===== src/rtl/stack_seq_pkg.sv =====
package stack_seq_pkg;

   typedef enum logic [2:0] {
      OP_CALL = 3'd0,
      OP_RET  = 3'd1,
      OP_PUSH = 3'd2,
      OP_PULL = 3'd3,
      OP_INTR = 3'd4,
      OP_RTI  = 3'd5
   } op_e;

   typedef enum logic [1:0] {
      SEL_A  = 2'd0,
      SEL_B  = 2'd1,
      SEL_IX = 2'd2,
      SEL_IY = 2'd3
   } sel_e;

   // Frame slots in stacking order; pulls walk them downward.
   typedef enum logic [3:0] {
      SL_PCL = 4'd0,
      SL_PCH = 4'd1,
      SL_IYL = 4'd2,
      SL_IYH = 4'd3,
      SL_IXL = 4'd4,
      SL_IXH = 4'd5,
      SL_A   = 4'd6,
      SL_B   = 4'd7,
      SL_CCR = 4'd8
   } slot_e;

   typedef enum logic [2:0] {
      ST_IDLE,
      ST_WR,
      ST_RD,
      ST_MASK,
      ST_VHI,
      ST_VLO,
      ST_DONE
   } state_e;

endpackage


===== src/rtl/stack_seq_plan.sv =====
module stack_seq_plan
   import stack_seq_pkg::*;
(
   input  logic [2:0] op,
   input  logic [1:0] sel,
   output logic       known,
   output logic       is_write,
   output logic       needs_vec,
   output slot_e      lo_slot,
   output slot_e      hi_slot
);

   slot_e sel_lo;
   slot_e sel_hi;

   always_comb begin
      unique case (sel_e'(sel))
         SEL_A:   begin sel_lo = SL_A;   sel_hi = SL_A;   end
         SEL_B:   begin sel_lo = SL_B;   sel_hi = SL_B;   end
         SEL_IX:  begin sel_lo = SL_IXL; sel_hi = SL_IXH; end
         default: begin sel_lo = SL_IYL; sel_hi = SL_IYH; end
      endcase
   end

   always_comb begin
      known     = 1'b1;
      is_write  = 1'b0;
      needs_vec = 1'b0;
      lo_slot   = SL_PCL;
      hi_slot   = SL_PCH;
      case (op)
         OP_CALL: is_write = 1'b1;
         OP_RET:  ;
         OP_PUSH: begin is_write = 1'b1; lo_slot = sel_lo; hi_slot = sel_hi; end
         OP_PULL: begin lo_slot = sel_lo; hi_slot = sel_hi; end
         OP_INTR: begin is_write = 1'b1; needs_vec = 1'b1; hi_slot = SL_CCR; end
         OP_RTI:  hi_slot = SL_CCR;
         default: known = 1'b0;
      endcase
   end

endmodule


===== src/rtl/stack_seq_regs.sv =====
module stack_seq_regs
   import stack_seq_pkg::*;
#(
   parameter int          ADDR_W    = 16,
   parameter logic [7:0]  CCR_RESET = 8'hD0,
   parameter int          X_BIT     = 6,
   parameter int          I_BIT     = 4
) (
   input  logic              clk,
   input  logic              rst_n,
   input  logic              ld_en,
   input  logic [ADDR_W-1:0] pc_in,
   input  logic [15:0]       iy_in,
   input  logic [15:0]       ix_in,
   input  logic [7:0]        a_in,
   input  logic [7:0]        b_in,
   input  logic [7:0]        ccr_in,
   input  slot_e             slot,
   output logic [7:0]        slot_byte,
   input  logic              put_en,
   input  logic [7:0]        put_byte,
   input  logic              jump_en,
   input  logic [ADDR_W-1:0] jump_addr,
   input  logic              mask_en,
   input  logic              mask_nmi,
   input  logic              vhi_en,
   input  logic              vlo_en,
   output logic [ADDR_W-1:0] pc_q,
   output logic [15:0]       iy_q,
   output logic [15:0]       ix_q,
   output logic [7:0]        a_q,
   output logic [7:0]        b_q,
   output logic [7:0]        ccr_q
);

   localparam logic [7:0] X_MASK = 8'(1) << X_BIT;
   localparam logic [7:0] I_MASK = 8'(1) << I_BIT;

   always_comb begin
      unique case (slot)
         SL_PCL:  slot_byte = pc_q[7:0];
         SL_PCH:  slot_byte = pc_q[15:8];
         SL_IYL:  slot_byte = iy_q[7:0];
         SL_IYH:  slot_byte = iy_q[15:8];
         SL_IXL:  slot_byte = ix_q[7:0];
         SL_IXH:  slot_byte = ix_q[15:8];
         SL_A:    slot_byte = a_q;
         SL_B:    slot_byte = b_q;
         default: slot_byte = ccr_q;
      endcase
   end

   // X can only survive a restore if it was already set before it.
   logic [7:0] ccr_restored;
   assign ccr_restored = (put_byte & ~X_MASK) | (put_byte & ccr_q & X_MASK);

   always_ff @(posedge clk or negedge rst_n) begin
      if (!rst_n) begin
         pc_q  <= '0;
         iy_q  <= '0;
         ix_q  <= '0;
         a_q   <= '0;
         b_q   <= '0;
         ccr_q <= CCR_RESET;
      end else if (ld_en) begin
         pc_q  <= pc_in;
         iy_q  <= iy_in;
         ix_q  <= ix_in;
         a_q   <= a_in;
         b_q   <= b_in;
         ccr_q <= ccr_in;
      end else begin
         if (put_en) begin
            case (slot)
               SL_PCL:  pc_q[7:0]  <= put_byte;
               SL_PCH:  pc_q[15:8] <= put_byte;
               SL_IYL:  iy_q[7:0]  <= put_byte;
               SL_IYH:  iy_q[15:8] <= put_byte;
               SL_IXL:  ix_q[7:0]  <= put_byte;
               SL_IXH:  ix_q[15:8] <= put_byte;
               SL_A:    a_q        <= put_byte;
               SL_B:    b_q        <= put_byte;
               default: ccr_q      <= ccr_restored;
            endcase
         end
         if (jump_en) pc_q <= jump_addr;
         if (mask_en) ccr_q <= ccr_q | I_MASK | (mask_nmi ? X_MASK : 8'h00);
         if (vhi_en)  pc_q[15:8] <= put_byte;
         if (vlo_en)  pc_q[7:0]  <= put_byte;
      end
   end

endmodule


===== src/rtl/stack_seq_ctrl.sv =====
module stack_seq_ctrl
   import stack_seq_pkg::*;
#(
   parameter int                ADDR_W   = 16,
   parameter logic [ADDR_W-1:0] SP_RESET = 16'h01FF
) (
   input  logic              clk,
   input  logic              rst_n,
   input  logic              cmd_valid,
   input  logic [2:0]        cmd_op,
   input  logic [1:0]        cmd_sel,
   input  logic              cmd_nmi,
   input  logic [ADDR_W-1:0] target,
   output logic [ADDR_W-1:0] mem_addr,
   output logic              mem_we,
   output logic              mem_re,
   output logic              busy,
   output logic              done,
   output logic              vec_phase,
   output logic [ADDR_W-1:0] sp_q,
   output slot_e             slot_q,
   output logic              ld_en,
   output logic              put_en,
   output logic              jump_en,
   output logic              mask_en,
   output logic              mask_nmi,
   output logic              vhi_en,
   output logic              vlo_en,
   output logic [ADDR_W-1:0] tgt_q
);

   state_e            state_q;
   op_e               op_q;
   slot_e             lo_q;
   slot_e             hi_q;
   logic              nmi_q;

   logic              p_known;
   logic              p_write;
   logic              p_vec;
   slot_e             p_lo;
   slot_e             p_hi;

   stack_seq_plan u_plan (
      .op        (cmd_op),
      .sel       (cmd_sel),
      .known     (p_known),
      .is_write  (p_write),
      .needs_vec (p_vec),
      .lo_slot   (p_lo),
      .hi_slot   (p_hi)
   );

   logic accept;
   assign accept = (state_q == ST_IDLE) && cmd_valid && p_known;

   logic [ADDR_W-1:0] sp_up;
   assign sp_up = sp_q + ADDR_W'(1);

   assign busy      = (state_q != ST_IDLE);
   assign done      = (state_q == ST_DONE);
   assign vec_phase = (state_q == ST_VHI) || (state_q == ST_VLO);
   assign mem_we    = (state_q == ST_WR);
   assign mem_re    = (state_q == ST_RD) || vec_phase;
   assign ld_en     = accept;
   assign put_en    = (state_q == ST_RD);
   assign mask_en   = (state_q == ST_MASK);
   assign mask_nmi  = nmi_q;
   assign vhi_en    = (state_q == ST_VHI);
   assign vlo_en    = (state_q == ST_VLO);
   assign jump_en   = (state_q == ST_WR) && (slot_q == hi_q) && (op_q == OP_CALL);

   always_comb begin
      unique case (state_q)
         ST_WR:   mem_addr = sp_q;
         ST_RD:   mem_addr = sp_up;
         ST_VHI:  mem_addr = tgt_q;
         ST_VLO:  mem_addr = tgt_q + ADDR_W'(1);
         default: mem_addr = sp_q;
      endcase
   end

   always_ff @(posedge clk or negedge rst_n) begin
      if (!rst_n) begin
         state_q <= ST_IDLE;
         op_q    <= OP_CALL;
         lo_q    <= SL_PCL;
         hi_q    <= SL_PCL;
         slot_q  <= SL_PCL;
         nmi_q   <= 1'b0;
         tgt_q   <= '0;
         sp_q    <= SP_RESET;
      end else begin
         unique case (state_q)
            ST_IDLE: if (accept) begin
               op_q    <= op_e'(cmd_op);
               lo_q    <= p_lo;
               hi_q    <= p_hi;
               nmi_q   <= cmd_nmi && p_vec;
               tgt_q   <= target;
               slot_q  <= p_write ? p_lo : p_hi;
               state_q <= p_write ? ST_WR : ST_RD;
            end
            ST_WR: begin
               sp_q <= sp_q - ADDR_W'(1);
               if (slot_q == hi_q)
                  state_q <= (op_q == OP_INTR) ? ST_MASK : ST_DONE;
               else
                  slot_q <= slot_e'(slot_q + 4'd1);
            end
            ST_RD: begin
               sp_q <= sp_up;
               if (slot_q == lo_q) state_q <= ST_DONE;
               else                slot_q  <= slot_e'(slot_q - 4'd1);
            end
            ST_MASK: state_q <= ST_VHI;
            ST_VHI:  state_q <= ST_VLO;
            ST_VLO:  state_q <= ST_DONE;
            default: state_q <= ST_IDLE;
         endcase
      end
   end

endmodule


===== src/rtl/stack_seq.sv =====
module stack_seq
   import stack_seq_pkg::*;
#(
   parameter int                ADDR_W    = 16,
   parameter logic [ADDR_W-1:0] SP_RESET  = 16'h01FF,
   parameter logic [7:0]        CCR_RESET = 8'hD0,
   parameter int                X_BIT     = 6,
   parameter int                I_BIT     = 4
) (
   input  logic              clk,
   input  logic              rst_n,
   input  logic              cmd_valid,
   input  logic [2:0]        cmd_op,
   input  logic [1:0]        cmd_sel,
   input  logic              cmd_nmi,
   input  logic [ADDR_W-1:0] target,
   input  logic [ADDR_W-1:0] pc_in,
   input  logic [15:0]       iy_in,
   input  logic [15:0]       ix_in,
   input  logic [7:0]        a_in,
   input  logic [7:0]        b_in,
   input  logic [7:0]        ccr_in,
   output logic [ADDR_W-1:0] mem_addr,
   output logic              mem_we,
   output logic [7:0]        mem_wdata,
   output logic              mem_re,
   input  logic [7:0]        mem_rdata,
   output logic              busy,
   output logic              done,
   output logic [ADDR_W-1:0] sp_out,
   output logic [ADDR_W-1:0] pc_out,
   output logic [15:0]       iy_out,
   output logic [15:0]       ix_out,
   output logic [7:0]        a_out,
   output logic [7:0]        b_out,
   output logic [7:0]        ccr_out
);

   generate
      if (ADDR_W != 16) begin : g_bad_width
         $error("stack_seq: program counter bytes need ADDR_W of 16");
      end
      if (X_BIT == I_BIT || X_BIT > 7 || I_BIT > 7 || X_BIT < 0 || I_BIT < 0) begin : g_bad_mask
         $error("stack_seq: mask bit positions must be distinct and within a byte");
      end
   endgenerate

   slot_e             slot;
   logic              ld_en;
   logic              put_en;
   logic              jump_en;
   logic              mask_en;
   logic              mask_nmi;
   logic              vhi_en;
   logic              vlo_en;
   logic              vec_phase;
   logic [ADDR_W-1:0] tgt;

   stack_seq_ctrl #(
      .ADDR_W   (ADDR_W),
      .SP_RESET (SP_RESET)
   ) u_ctrl (
      .clk       (clk),
      .rst_n     (rst_n),
      .cmd_valid (cmd_valid),
      .cmd_op    (cmd_op),
      .cmd_sel   (cmd_sel),
      .cmd_nmi   (cmd_nmi),
      .target    (target),
      .mem_addr  (mem_addr),
      .mem_we    (mem_we),
      .mem_re    (mem_re),
      .busy      (busy),
      .done      (done),
      .vec_phase (vec_phase),
      .sp_q      (sp_out),
      .slot_q    (slot),
      .ld_en     (ld_en),
      .put_en    (put_en),
      .jump_en   (jump_en),
      .mask_en   (mask_en),
      .mask_nmi  (mask_nmi),
      .vhi_en    (vhi_en),
      .vlo_en    (vlo_en),
      .tgt_q     (tgt)
   );

   stack_seq_regs #(
      .ADDR_W    (ADDR_W),
      .CCR_RESET (CCR_RESET),
      .X_BIT     (X_BIT),
      .I_BIT     (I_BIT)
   ) u_regs (
      .clk       (clk),
      .rst_n     (rst_n),
      .ld_en     (ld_en),
      .pc_in     (pc_in),
      .iy_in     (iy_in),
      .ix_in     (ix_in),
      .a_in      (a_in),
      .b_in      (b_in),
      .ccr_in    (ccr_in),
      .slot      (slot),
      .slot_byte (mem_wdata),
      .put_en    (put_en),
      .put_byte  (mem_rdata),
      .jump_en   (jump_en),
      .jump_addr (tgt),
      .mask_en   (mask_en),
      .mask_nmi  (mask_nmi),
      .vhi_en    (vhi_en),
      .vlo_en    (vlo_en),
      .pc_q      (pc_out),
      .iy_q      (iy_out),
      .ix_q      (ix_out),
      .a_q       (a_out),
      .b_q       (b_out),
      .ccr_q     (ccr_out)
   );

endmodule


===== config.mk =====
export PLATFORM = sky130hd
export DESIGN_NAME = stack_seq
export DESIGN_NICKNAME = d
export VERILOG_FILES = /design/src/rtl/stack_seq_pkg.sv /design/src/rtl/stack_seq_plan.sv /design/src/rtl/stack_seq_regs.sv /design/src/rtl/stack_seq_ctrl.sv /design/src/rtl/stack_seq.sv
export SDC_FILE = /design/constraint.sdc
export NUM_CORES = 1
export LEC_CHECK = 0
export BUFFER_PORTS_ARGS = -buffer_cell sky130_fd_sc_hd__buf_4
export CORE_ASPECT_RATIO = 1.25
export CORE_UTILIZATION = 30
export CTS_CLUSTER_DIAMETER = 50
export DETAILED_ROUTE_END_ITERATION = 8
export GPL_TIMING_DRIVEN = 0
export SLEW_MARGIN = 25
export SYNTH_ARGS = -nofsm -noshare
export SYNTH_HDL_FRONTEND = slang
export SYNTH_SLANG_ARGS = --single-unit

===== constraint.sdc =====
create_clock -name clk -period 7.6 [get_ports clk]
set_clock_uncertainty 0.2 [all_clocks]
set_input_delay 1.9 -clock clk [delete_from_list [all_inputs] [get_ports clk]]
set_output_delay 1.9 -clock clk [all_outputs]
set_load 0.005 [all_outputs]

==> results.md <==
- VDD IR max: 0.2070 mV
- Worst slew pin tran: 817.1 ps
- Critical-path top delay cell: a221oi_1
- Nets: 1206
- Post-Synth Adder-Cell Area: 0.01501
- Die span in y: 178.8 µm
- Wirelength per Cell: 21.58 µm
- Setup bufs post-CTS: 0
- Port bufs: 212
- I/O pin total: 221
- Hold Path Origin: u_regs.ccr_q[7]
- Cells after Synth: 860
- Initial antenna violation count: 0
- Hold Path End: u_regs.ccr_q[7]
- Drt first pass iters: 5
- Register-to-register setup slack: 4310 ps
- Cell count of the worst reg-to-reg path: 10
- Longest Clk Path Bufs: 2
- Post-synthesis simple-gate area fraction: 0.1706
- Synth Net Count: 974
- Vias in the first global route: 7689
- FF+latch area: 0.003043 mm²
- Hold Buf Count CTS: 0
- Startpoint Class: flop
- Status: complete, no violations
- Final setup violation count: 0
- Clock Latency Late Sink: 430 ps
- Total track usage: 0.2473
- Finished Cell Area: 0.01023 mm²
- Die area: 0.02566 mm²
- Num CTS Buffers: 17
- Global placement routability congestion: 0.9121
- RSZ-0062 raised after global routing: no
- Setup crit start: u_ctrl.slot_q[1]
- Total wire length: 30.96 mm
- Final setup TNS: 0 ps
- Primary FF master, synth: dfrtp_1
- Complex-gate fraction of the synthesized area: 0.2046
- EDFF count, synth: 0
- Clk sinks: 121
- Synthesized area: 0.007505 mm²
- Seq/Total Area, Yosys: 0.4055
- CP max stage delay: 550 ps
- Inserted Diodes: 0
- Pwr/cell area: 459.6 mW/mm²
- Synth Area in XOR/XNOR: 0.04785
- Yosys reg bits: 121
- ANT nets after route: 0
- Vias: 7759
- Avg Synthesized Cell Area: 8.726 µm²
- Remaining Overflow, GRT: 0
- Cells along the critical path: clkbuf_1 -> inv_1 -> ha_1 -> clkbuf_1 -> clkbuf_1 -> a22o_1 -> a221oi_1 -> o221ai_1 -> buf_4
- Root Driver: clkbuf_16
- Layout fillers: 2552
- CTS resizes: 0
- H-tree depth: 4
- WHS Path Cells: 2
- Initial Util: 0.3063
- Post-detail-place hpwl: 23.86 mm
- Synth warn: 0
- Area after DPL: 0.009544 mm²
- CP Data Arrival Time: 3420 ps
- Row count: 64
- Die Wd: 143.5 µm
- Post-synthesis mux area share: 0.09620
- First-pass GRT wire length: 46.69 mm
- Detailed Route Iter0 Violations: 565
- Async set or reset register ratio after synthesis: 1.000
- Area leader, netlist: dfrtp_1
- Crit Path Class: reg2out
- Final period utilization: 0.7266
- Largest net degree at the start of global routing: 77
- Launch point of the worst reg-to-reg path: u_ctrl.slot_q[0]
- Final Critical Period: 5523 ps
- Area Growth Syn to Fin: 36.28%
- Area fraction of the dominant cell type after synthesis: 0.3635
- Final Hold Viols: 0
- Clk slew on worst S/H paths: 60 ps
- Distinct cells, synth: 70
- CTS tree: done
- Share of layout cells above drive strength 1: 0.2543
- Main area contributors after synthesis: dfrtp_1, mux2i_1, nand2_1
- Vias/cell: 5.407
- Min-delay worst type: reg2reg
- Slew headroom: 0.4553
- Crit end category: primary output
- Worst EP required: 5500 ps
- Residual DRC: 0
- Core Area: 0.02450 mm²
- Fin. max-slew vios: 0
- Max Clk Rate: 181.1 MHz
- Most Frequent Cell on Critical Path: clkbuf_1
- Leakage power: 4.877 nW
- Worst reg2reg path endpoint: u_regs.ccr_q[4]
- Multi-input logic area: 0.004009 mm²
- Max Cap Viol: 0
- Pre-CTS setup slack: 2558 ps
- CP Max Fanout: 10
- Largest family of logic cells by synthesized area: compound AO/OA/AOI/OAI gates
- Post-route setup slack: 2077 ps
[stage by stage]
| stage | std cells | hold slack (ps) | power, mW | util |
|---|---|---|---|---|
| after detailed placement | 1403 | 275.7 | 3.722 | 0.3895 |
| after global placement | 1402 | 272.5 | 3.685 | 0.3881 |
| after global routing | 1435 | 301.4 | 4.980 | 0.4174 |
| after CTS | 1435 | 283.7 | 4.689 | 0.4174 |
| after floorplan | 860 | 246.7 | 2.504 | - |
| final | 1435 | 280.9 | 4.700 | 0.4174 |
[layout make-up]
| type | count | share of cell area |
|---|---|---|
| multi-input combinational | 632 | 0.3920 |
| sequential | 121 | 0.2975 |
| timing repair buffer | 213 | 0.1590 |
| clock buffer | 19 | 0.04331 |
| tap | 330 | 0.04037 |
| buffer | 70 | 0.03022 |
| clock inverter | 13 | 0.02349 |
| inverter | 37 | 0.01407 |
[critical path: cells and delay by family (launching register included)]
kind                       cells  cell delay, ps
adders and majority gates      1             200
buffers and inverters          5            1290
DFF                            1             400
AOI/OAI and AO/OA              3            1100
[synthesized netlist by cell type, drive strengths merged, types with 5 or more instances]
cell type,number
nand2,168
dfrtp,109
o21ai,83
mux2i,71
clkbuf,45
a21oi,37
inv,36
nor2,35
xor2,26
buf,25
o221ai,23
nand3,17
xnor2,15
a22oi,14
dfstp,12
o22ai,11
a221oi,10
a22o,10
ha,9
nand4,9
nor3,9
and3,6
a211oi,5
a222oi,5
nand2b,5
o211ai,5
o32ai,5
[flip-flops by register name (all words and copies together), names as in the netlist, 4 cells and up]
register       cells
u_regs.b_q         8
u_regs.iy_q       16
u_regs.pc_q       16
u_regs.ix_q       16
u_ctrl.sp_q       16
u_ctrl.tgt_q      16
u_regs.a_q         8
u_regs.ccr_q       8
u_ctrl.slot_q      4
[report_power, final]
| group | internal (mW) | switching (mW) |
|---|---|---|
| logic | 1.07 | 1.32 |
| registers | 0.985 | 0.371 |
| clock network | 0.628 | 0.328 |
| total | 2.68 | 2.02 |
[worst max-delay path by stage]
stage                         endpoint  cells past startpoint
after global routing      mem_wdata[3]                     10
after global placement    mem_wdata[1]                      8
final                     mem_wdata[1]                      9
after floorplan           mem_addr[13]                      7
after detailed placement  mem_wdata[1]                      8
after CTS                 mem_wdata[1]                      9
[kinds of logic (layout without fill, tap and decap cells)]
group,after synthesis,in the layout
flops,121,121
buf+inv,107,352
simple gates,277,277
fa+ha+maj,9,9
mux,72,72
compound gates,233,233
xor+xnor,41,41
[cells in the final DEF (no fill, tap or decap), drive strengths merged, types with 4 or more instances in the layout]
cell    instances
clkinv          5
o32ai           5
ha              9
a21oi          37
xnor2          15
a22oi          14
inv            38
dfrtp         109
o221ai         23
buf           238
a222oi          5
clkbuf         64
nor2b           4
nand2         168
mux2i          71
and3            6
nor4            4
xor2           26
nand2b          5
a211oi          5
nor2           35
a22o           10
a221oi         10
o211ai          5
dfstp          12
bufinv          6
a31oi           4
nand4           9
o22ai          11
nor3            9
nand3          17
o21ai          83
[layer usage]
metal / wire [µm] / vias up / track usage / share of wire
li1: - / 3541 / - / -
met1: 12630 / 3782 / 0.3088 / 0.41
met2: 15080 / 385 / 0.4122 / 0.49
met3: 2332 / 51 / 0.05128 / 0.075
met4: 924 / 0 / 0.1028 / 0.030
met5: 0 / - / 0 / 0
(Power assumes the default switching activity.)
